File: config.mk
export PLATFORM = sky130hd
export DESIGN_NAME = gpio_port
export DESIGN_NICKNAME = d
export VERILOG_FILES = /design/src/rtl/gpio_pkg.sv /design/src/rtl/gpio_in_sync.sv /design/src/rtl/gpio_out_regs.sv /design/src/rtl/gpio_read_mux.sv /design/src/rtl/gpio_port.sv
export SDC_FILE = /design/constraint.sdc
export NUM_CORES = 1
export LEC_CHECK = 0
export BUFFER_PORTS_ARGS = -buffer_cell sky130_fd_sc_hd__buf_4
export CAP_MARGIN = 20
export CORE_MARGIN = 3
export CORE_UTILIZATION = 52
export DETAILED_ROUTE_END_ITERATION = 10
export PLACE_DENSITY = 0.84
export SYNTH_ARGS = -nofsm -noshare
export SYNTH_HDL_FRONTEND = slang
export SYNTH_SLANG_ARGS = --single-unit
File: constraint.sdc
create_clock -name clk -period 2.1 [get_ports clk]
set_clock_uncertainty 0.1 [all_clocks]
set_input_delay 0.105 -clock clk [delete_from_list [all_inputs] [get_ports clk]]
set_output_delay 0.105 -clock clk [all_outputs]
set_load 0.01 [all_outputs]
File: src/rtl/gpio_pkg.sv
package gpio_pkg;
    localparam int DATA_W = 32;
    localparam int ADDR_W = 8;

    localparam logic [ADDR_W-1:0] OFS_IDENT = 8'h00;
    localparam logic [ADDR_W-1:0] OFS_HWCFG = 8'h10;
    localparam logic [ADDR_W-1:0] OFS_LEVEL = 8'h20;
    localparam logic [ADDR_W-1:0] OFS_DRIVE = 8'h24;
    localparam logic [ADDR_W-1:0] OFS_OEN   = 8'h28;
    localparam logic [ADDR_W-1:0] OFS_LOWER = 8'h2C;
    localparam logic [ADDR_W-1:0] OFS_RAISE = 8'h30;

    typedef struct packed {
        logic ident;
        logic hwcfg;
        logic level;
        logic drive;
        logic oen;
        logic lower;
        logic raise;
    } reg_hit_t;

    typedef struct packed {
        logic [DATA_W-1:0] drive;
        logic [DATA_W-1:0] oen;
    } port_state_t;

    function automatic reg_hit_t decode_addr(input logic [ADDR_W-1:0] a);
        reg_hit_t h;
        h.ident = (a == OFS_IDENT);
        h.hwcfg = (a == OFS_HWCFG);
        h.level = (a == OFS_LEVEL);
        h.drive = (a == OFS_DRIVE);
        h.oen   = (a == OFS_OEN);
        h.lower = (a == OFS_LOWER);
        h.raise = (a == OFS_RAISE);
        return h;
    endfunction

    function automatic logic [DATA_W-1:0] merge_bits(
        input logic [DATA_W-1:0] cur,
        input logic [DATA_W-1:0] mask,
        input logic              to_one
    );
        return to_one ? (cur | mask) : (cur & ~mask);
    endfunction
endpackage

File: src/rtl/gpio_in_sync.sv
module gpio_in_sync #(
    parameter int W      = 32,
    parameter int STAGES = 2
) (
    input  logic         clk,
    input  logic         rst,
    input  logic [W-1:0] async_in,
    output logic [W-1:0] sync_out
);
    logic [W-1:0] stage_q [STAGES];

    generate
        for (genvar s = 0; s < STAGES; s++) begin : g_stage
            if (s == 0) begin : g_first
                always_ff @(posedge clk) begin
                    if (rst) stage_q[s] <= '0;
                    else     stage_q[s] <= async_in;
                end
            end else begin : g_next
                always_ff @(posedge clk) begin
                    if (rst) stage_q[s] <= '0;
                    else     stage_q[s] <= stage_q[s-1];
                end
            end
        end
    endgenerate

    assign sync_out = stage_q[STAGES-1];
endmodule

File: src/rtl/gpio_out_regs.sv
module gpio_out_regs
    import gpio_pkg::*;
(
    input  logic              clk,
    input  logic              rst,
    input  logic              wr_en,
    input  reg_hit_t          hit,
    input  logic [DATA_W-1:0] wdata,
    output port_state_t       state
);
    port_state_t state_q, state_d;

    always_comb begin
        state_d = state_q;
        if (wr_en) begin
            if (hit.drive) state_d.drive = wdata;
            if (hit.lower) state_d.drive = merge_bits(state_q.drive, wdata, 1'b0);
            if (hit.raise) state_d.drive = merge_bits(state_q.drive, wdata, 1'b1);
            if (hit.oen)   state_d.oen   = wdata;
        end
    end

    always_ff @(posedge clk) begin
        if (rst) state_q <= '0;
        else     state_q <= state_d;
    end

    assign state = state_q;

    AST_RESET_CLEAR: assert property (@(posedge clk) $past(rst) |-> (state_q == '0));

    AST_LOWER_ALIAS: assert property (@(posedge clk) disable iff (rst)
        (wr_en && hit.lower) |=>
            ((state_q.drive & $past(wdata)) == '0) &&
            ((state_q.drive & ~$past(wdata)) == ($past(state_q.drive) & ~$past(wdata))));

    AST_RAISE_ALIAS: assert property (@(posedge clk) disable iff (rst)
        (wr_en && hit.raise) |=>
            ((state_q.drive & $past(wdata)) == $past(wdata)) &&
            ((state_q.drive & ~$past(wdata)) == ($past(state_q.drive) & ~$past(wdata))));

    AST_NO_STRAY_WRITE: assert property (@(posedge clk) disable iff (rst)
        !(wr_en && (hit.drive || hit.lower || hit.raise || hit.oen)) |=>
            $stable(state_q));

    AST_DIR_LOAD: assert property (@(posedge clk) disable iff (rst)
        (wr_en && hit.oen) |=> (state_q.oen == $past(wdata)));
endmodule

File: src/rtl/gpio_read_mux.sv
module gpio_read_mux
    import gpio_pkg::*;
#(
    parameter logic [DATA_W-1:0] ID_WORD  = 32'h0000_0000,
    parameter logic [DATA_W-1:0] CFG_WORD = 32'h0000_0000
) (
    input  logic              clk,
    input  logic              rst,
    input  logic              rd_en,
    input  reg_hit_t          hit,
    input  port_state_t       state,
    input  logic [DATA_W-1:0] level,
    output logic [DATA_W-1:0] rdata
);
    logic [DATA_W-1:0] sel_word;
    logic [DATA_W-1:0] rdata_q;

    always_comb begin
        sel_word = '0;
        if (hit.ident) sel_word = ID_WORD;
        if (hit.hwcfg) sel_word = CFG_WORD;
        if (hit.level) sel_word = level;
        if (hit.drive) sel_word = state.drive;
        if (hit.oen)   sel_word = state.oen;
    end

    always_ff @(posedge clk) begin
        if (rst)        rdata_q <= '0;
        else if (rd_en) rdata_q <= sel_word;
    end

    assign rdata = rdata_q;

    AST_RDATA_HOLD: assert property (@(posedge clk) disable iff (rst)
        !rd_en |=> $stable(rdata_q));

    AST_UNMAPPED_ZERO: assert property (@(posedge clk) disable iff (rst)
        (rd_en && !(hit.ident || hit.hwcfg || hit.level || hit.drive || hit.oen)) |=>
            (rdata_q == '0));

    AST_ID_READ: assert property (@(posedge clk) disable iff (rst)
        (rd_en && hit.ident) |=> (rdata_q == ID_WORD));
endmodule

File: src/rtl/gpio_port.sv
module gpio_port
    import gpio_pkg::*;
#(
    parameter logic [31:0] ID_WORD   = 32'h0A51_0100,
    parameter logic [31:0] CFG_WORD  = 32'h0000_0020,
    parameter int          SYNC_LEN  = 2
) (
    input  logic        clk,
    input  logic        rst,
    input  logic        bus_wr,
    input  logic        bus_rd,
    input  logic [7:0]  bus_addr,
    input  logic [31:0] bus_wdata,
    output logic [31:0] bus_rdata,
    input  logic [31:0] pin_in,
    output logic [31:0] pin_out,
    output logic [31:0] pin_oe
);
    reg_hit_t          hit;
    port_state_t       state;
    logic [DATA_W-1:0] level;

    assign hit = decode_addr(bus_addr);

    gpio_in_sync #(.W(DATA_W), .STAGES(SYNC_LEN)) u_sync (
        .clk      (clk),
        .rst      (rst),
        .async_in (pin_in),
        .sync_out (level)
    );

    gpio_out_regs u_regs (
        .clk   (clk),
        .rst   (rst),
        .wr_en (bus_wr),
        .hit   (hit),
        .wdata (bus_wdata),
        .state (state)
    );

    gpio_read_mux #(.ID_WORD(ID_WORD), .CFG_WORD(CFG_WORD)) u_rmux (
        .clk   (clk),
        .rst   (rst),
        .rd_en (bus_rd),
        .hit   (hit),
        .state (state),
        .level (level),
        .rdata (bus_rdata)
    );

    assign pin_out = state.drive;
    assign pin_oe  = state.oen;

    AST_STROBE_EXCL: assert property (@(posedge clk) disable iff (rst)
        !(bus_wr && bus_rd));

    AST_DRIVE_LOAD: assert property (@(posedge clk) disable iff (rst)
        (bus_wr && hit.drive) |=> (pin_out == $past(bus_wdata)));
endmodule

==> impl_summary.log <==
INFO  metric clkSinkCount = 160
INFO  metric multi_input_combinational_cell_area = 2730 µm²
INFO  metric grt_usage = 30.0%
INFO  metric outcome = complete, no violations
INFO  metric worst_path_most_repeated_cell = sky130_fd_sc_hd__buf_4
INFO  metric synthArstFlopShare = 0%
INFO  metric grt-ovfl-total = 0
INFO  metric wl_per_cell = 19.9 µm
INFO  metric criticalPathCategory = in -> reg
INFO  metric cts.path.max_buffers = 2
INFO  metric clock_latency = 420 ps
INFO  metric syn-instance-count = 614
INFO  metric pre_cts_ws = 158 ps
INFO  metric layout.nets = 919
INFO  metric slowest_stage = sky130_fd_sc_hd__dlygate4sd3_1
INFO  metric pwr_density_cell = 765 nW/µm²
INFO  metric core_region_area = 11,500 µm²
INFO  metric final_cell_count_no_fill = 998
INFO  metric max_clock_freq = 600 MHz
INFO  metric crit_end = u_regs.state[55]
INFO  metric syn_nets = 690
INFO  metric number_of_synthesized_flops_with_an_enable_pin = 0
INFO  metric cp_data_arrival_time = 1920 ps
INFO  metric first_global_vias = 6,132
INFO  metric inserted_clock_buffers = 17
INFO  metric routed_via_density = 5.90
INFO  metric worst-r2r-cell-count = 3
INFO  metric ant_nets = 0
INFO  metric post-route-drc-count = 0
INFO  metric initial_core_util = 53.6%
INFO  metric cts.root.buffer_cell = sky130_fd_sc_hd__clkbuf_16
INFO  metric max-vdd-ir-drop = 1.09 mV
INFO  metric worstSetupStartpoint = rst
INFO  metric grt_start_max_net_pins = 92
INFO  metric ports = 172
INFO  metric final_hold_viol_count = 0
INFO  metric dpl.cell_count = 899
INFO  metric finalMaxSlewViolations = 0
INFO  metric via_count = 5,885
INFO  metric ys_seq_elements = 160
INFO  metric antenna_cells = 0
INFO  metric clock_tree_from_tritoncts = yes
INFO  metric setup.worst_path.end_class = register
INFO  metric layout.area.seq = 3200 µm²
INFO  metric final.min_clock_period = 1670 ps
INFO  metric fp.dieW = 115 µm
INFO  metric floorplan.die_area = 13,100 µm²
INFO  metric crit-reg2reg-launch = u_regs.state[11]
INFO  metric fp.dieH = 115 µm
INFO  metric detail_route.wirelength = 19,800 µm
INFO  metric syn_area = 6140 µm²
INFO  metric synth.yosys.seq_area_share = 52.2%
INFO  metric timing.critical_path.fanout_max = 27
INFO  metric detailedRoute.firstIterationViolations = 500
INFO  metric io_buffer_count = 171
INFO  metric reg2reg_slack = 990 ps
INFO  metric worstPathCellList = dlygate4sd3_1 > buf_4 > buf_4 > nor4_4 > buf_12 > a32o_1
INFO  metric most_used_flip_flop_cell_after_synthesis = sky130_fd_sc_hd__dfxtp_1
INFO  metric syn-mean-instance-area = 10.0 µm²
INFO  metric worst_ep_required_time = 2360 ps
INFO  metric critical_path.top_delay_family = buffers and inverters
INFO  metric sum_of_net_half_perimeters_after_detailed_placement = 12,200 µm
INFO  metric startpoint_type = primary input
INFO  metric maxCapViolations = 0
INFO  metric clk_transition_reported_paths = 60 ps
INFO  metric rsz0062_at_grt = no
INFO  metric h-tree-depth = 4
INFO  metric placed_cell_area = 7660 µm²
INFO  metric setup_tns = 0 ps
INFO  metric setup_slack = 433 ps
INFO  metric synthesis.yosys.warnings = 0
INFO  metric synth.distinct_cells = 38
INFO  metric setup_violations = 0
INFO  metric final_min_period_over_clock_period = 79.4%
INFO  metric final.fill_count = 670
INFO  metric routability_driven_placement_congestion_ratio = 0.831
INFO  metric tightest_slew = 590 ps
INFO  metric flow.area_growth_from_synthesis = 45.5%
INFO  metric final_instance_area = 8930 µm²
INFO  metric static-leakage-power = 3.52 nW
INFO  metric core.rowCount = 39
INFO  metric ratio_of_cells_with_drive_above_1_in_the_final_layout = 32.5%
INFO  metric timing.critical_path.buf_inv = 4
INFO  metric post_cts_resize_count = 0
INFO  metric path_depth = 6
INFO  metric drt_first_pass_iters = 6
INFO  metric crit-reg2reg-capture = u_rmux.rdata[11]
INFO  metric maxSlewHeadroom = 60.6%
INFO  metric grt_first_pass_wirelength = 30,700 µm
INFO  metric antenna_found_initial = 0
INFO  metric hold_path_class = in -> reg
INFO  metric cp_slowest_stage_delay = 550 ps
[flip-flops by register name, indices dropped and copies added, names as in the netlist]
| signal | cells |
|---|---|
| u_regs.state | 64 |
| u_sync.stage_q | 64 |
| u_rmux.rdata | 32 |
[tightest hold or removal path, delay by kind of cell]
kind                   cells  cell delay, ps
buffers and inverters      2             250
AND/OR/NAND/NOR            1              50
AO/OA/AOI/OAI              1             170
[cell families (layout without fill, tap and decap cells)]
family | count (synthesis) | after routing | share of synthesized area (%)
flops | 160 | 160 | 52.2
simple gates | 191 | 191 | 16.8
buf+inv | 55 | 296 | 3.87
compound gates | 207 | 207 | 27.0
xor+xnor | 1 | 1 | 0.143
[area by class of cell]
class                           instances  area share (%)
Sequential cell                       160            35.9
Tap cell                              143            2.00
Clock buffer                           21            5.15
Multi-Input combinational cell        399            30.6
Clock inverter                         10            1.53
Timing Repair Buffer                  263            24.8
Inverter                                2          0.0840
[timing repair]
action / in CTS / in global routing
buffers inserted: 0 / 0
endpoints found under the hold margin: 101 / 0
hold buffers: 68 / 0
setup endpoints to repair: 0 / 0
[metal layers]
layer / part of all wire [%] / GRT usage (%)
met1: 37 / 35.3
met5: 0 / 0
met4: 4.7 / 18.5
met3: 9.5 / 7.45
met2: 48 / 49.1
[where the power goes]
part	switching (W)	internal [W]	total, W
clock network	0.00119	0.00192	0.00311
registers	0.0000353	0.00312	0.00315
logic	0.000269	0.000300	0.000569
[stage by stage]
step	util [%]	hold WS (ps)	total power [W]
floorplan	-	131	0.00342
global placement	66.5	216	0.00365
detailed placement	66.8	221	0.00367
CTS	77.9	81.1	0.00683
global route	77.9	87.1	0.00702
finish	77.9	91.6	0.00683
[Yosys cell counts (all sizes together) (2+ instances only)]
cell type	number	share of area, %
nand3	2	0.16
or2	7	0.71
a22o	25	3.6
nand2b	3	0.31
nor4b	5	1.3
a31oi	6	0.61
or4	2	0.31
inv	2	0.12
a211oi	25	4.7
nand2	65	4.0
clkbuf	36	2.2
nor2	27	1.7
o22ai	7	0.71
o21a	6	0.73
o21ai	39	3.2
a22oi	25	4.6
nor4	2	0.41
buf	17	1.5
nor2b	73	7.4
nor3b	2	0.24
dfxtp	160	52
a32o	32	5.2
a21oi	38	3.1
[cell usage in the layout (no fill, tap or decap), types with 2 or more instances in the layout]
cell | Yosys | routed
sky130_fd_sc_hd__dlygate4sd3_1 | 0 | 68
sky130_fd_sc_hd__o22ai_1 | 7 | 7
sky130_fd_sc_hd__a22oi_2 | 19 | 19
sky130_fd_sc_hd__inv_1 | 2 | 2
sky130_fd_sc_hd__a21oi_1 | 38 | 38
sky130_fd_sc_hd__clkinvlp_4 | 0 | 3
sky130_fd_sc_hd__nor3b_1 | 2 | 2
sky130_fd_sc_hd__a31oi_1 | 6 | 6
sky130_fd_sc_hd__buf_12 | 0 | 4
sky130_fd_sc_hd__nand3_1 | 2 | 2
sky130_fd_sc_hd__a22oi_1 | 6 | 6
sky130_fd_sc_hd__a22o_1 | 25 | 25
sky130_fd_sc_hd__a32o_1 | 32 | 32
sky130_fd_sc_hd__clkbuf_1 | 36 | 2
sky130_fd_sc_hd__nand2_1 | 65 | 65
sky130_fd_sc_hd__clkbuf_16 | 0 | 17
sky130_fd_sc_hd__o21ai_0 | 39 | 39
sky130_fd_sc_hd__dfxtp_1 | 160 | 160
sky130_fd_sc_hd__clkinv_2 | 0 | 3
sky130_fd_sc_hd__buf_4 | 0 | 190
sky130_fd_sc_hd__nand2b_1 | 3 | 3
sky130_fd_sc_hd__nor4b_4 | 1 | 3
sky130_fd_sc_hd__nor4b_2 | 3 | 2
sky130_fd_sc_hd__nor2_1 | 27 | 27
sky130_fd_sc_hd__o21a_1 | 6 | 6
sky130_fd_sc_hd__a211oi_1 | 5 | 5
sky130_fd_sc_hd__or2_2 | 7 | 7
sky130_fd_sc_hd__bufinv_16 | 0 | 3
sky130_fd_sc_hd__clkbuf_8 | 0 | 2
sky130_fd_sc_hd__nor2b_1 | 73 | 73
sky130_fd_sc_hd__a211oi_2 | 20 | 20
[how the worst min path moves through the flow]
stage	from	endpoint	slack, ps	cells past startpoint
CTS	bus_addr[7]	u_rmux.rdata[5]	80	4
floorplan	bus_wdata[0]	u_regs.state[32]	130	1
global placement	pin_in[18]	u_sync.stage_q[0][18]	220	2
finish	bus_addr[7]	u_rmux.rdata[5]	90	4
global route	bus_addr[7]	u_rmux.rdata[5]	90	4
detailed placement	pin_in[31]	u_sync.stage_q[0][31]	220	2
(Power assumes the default switching activity.)
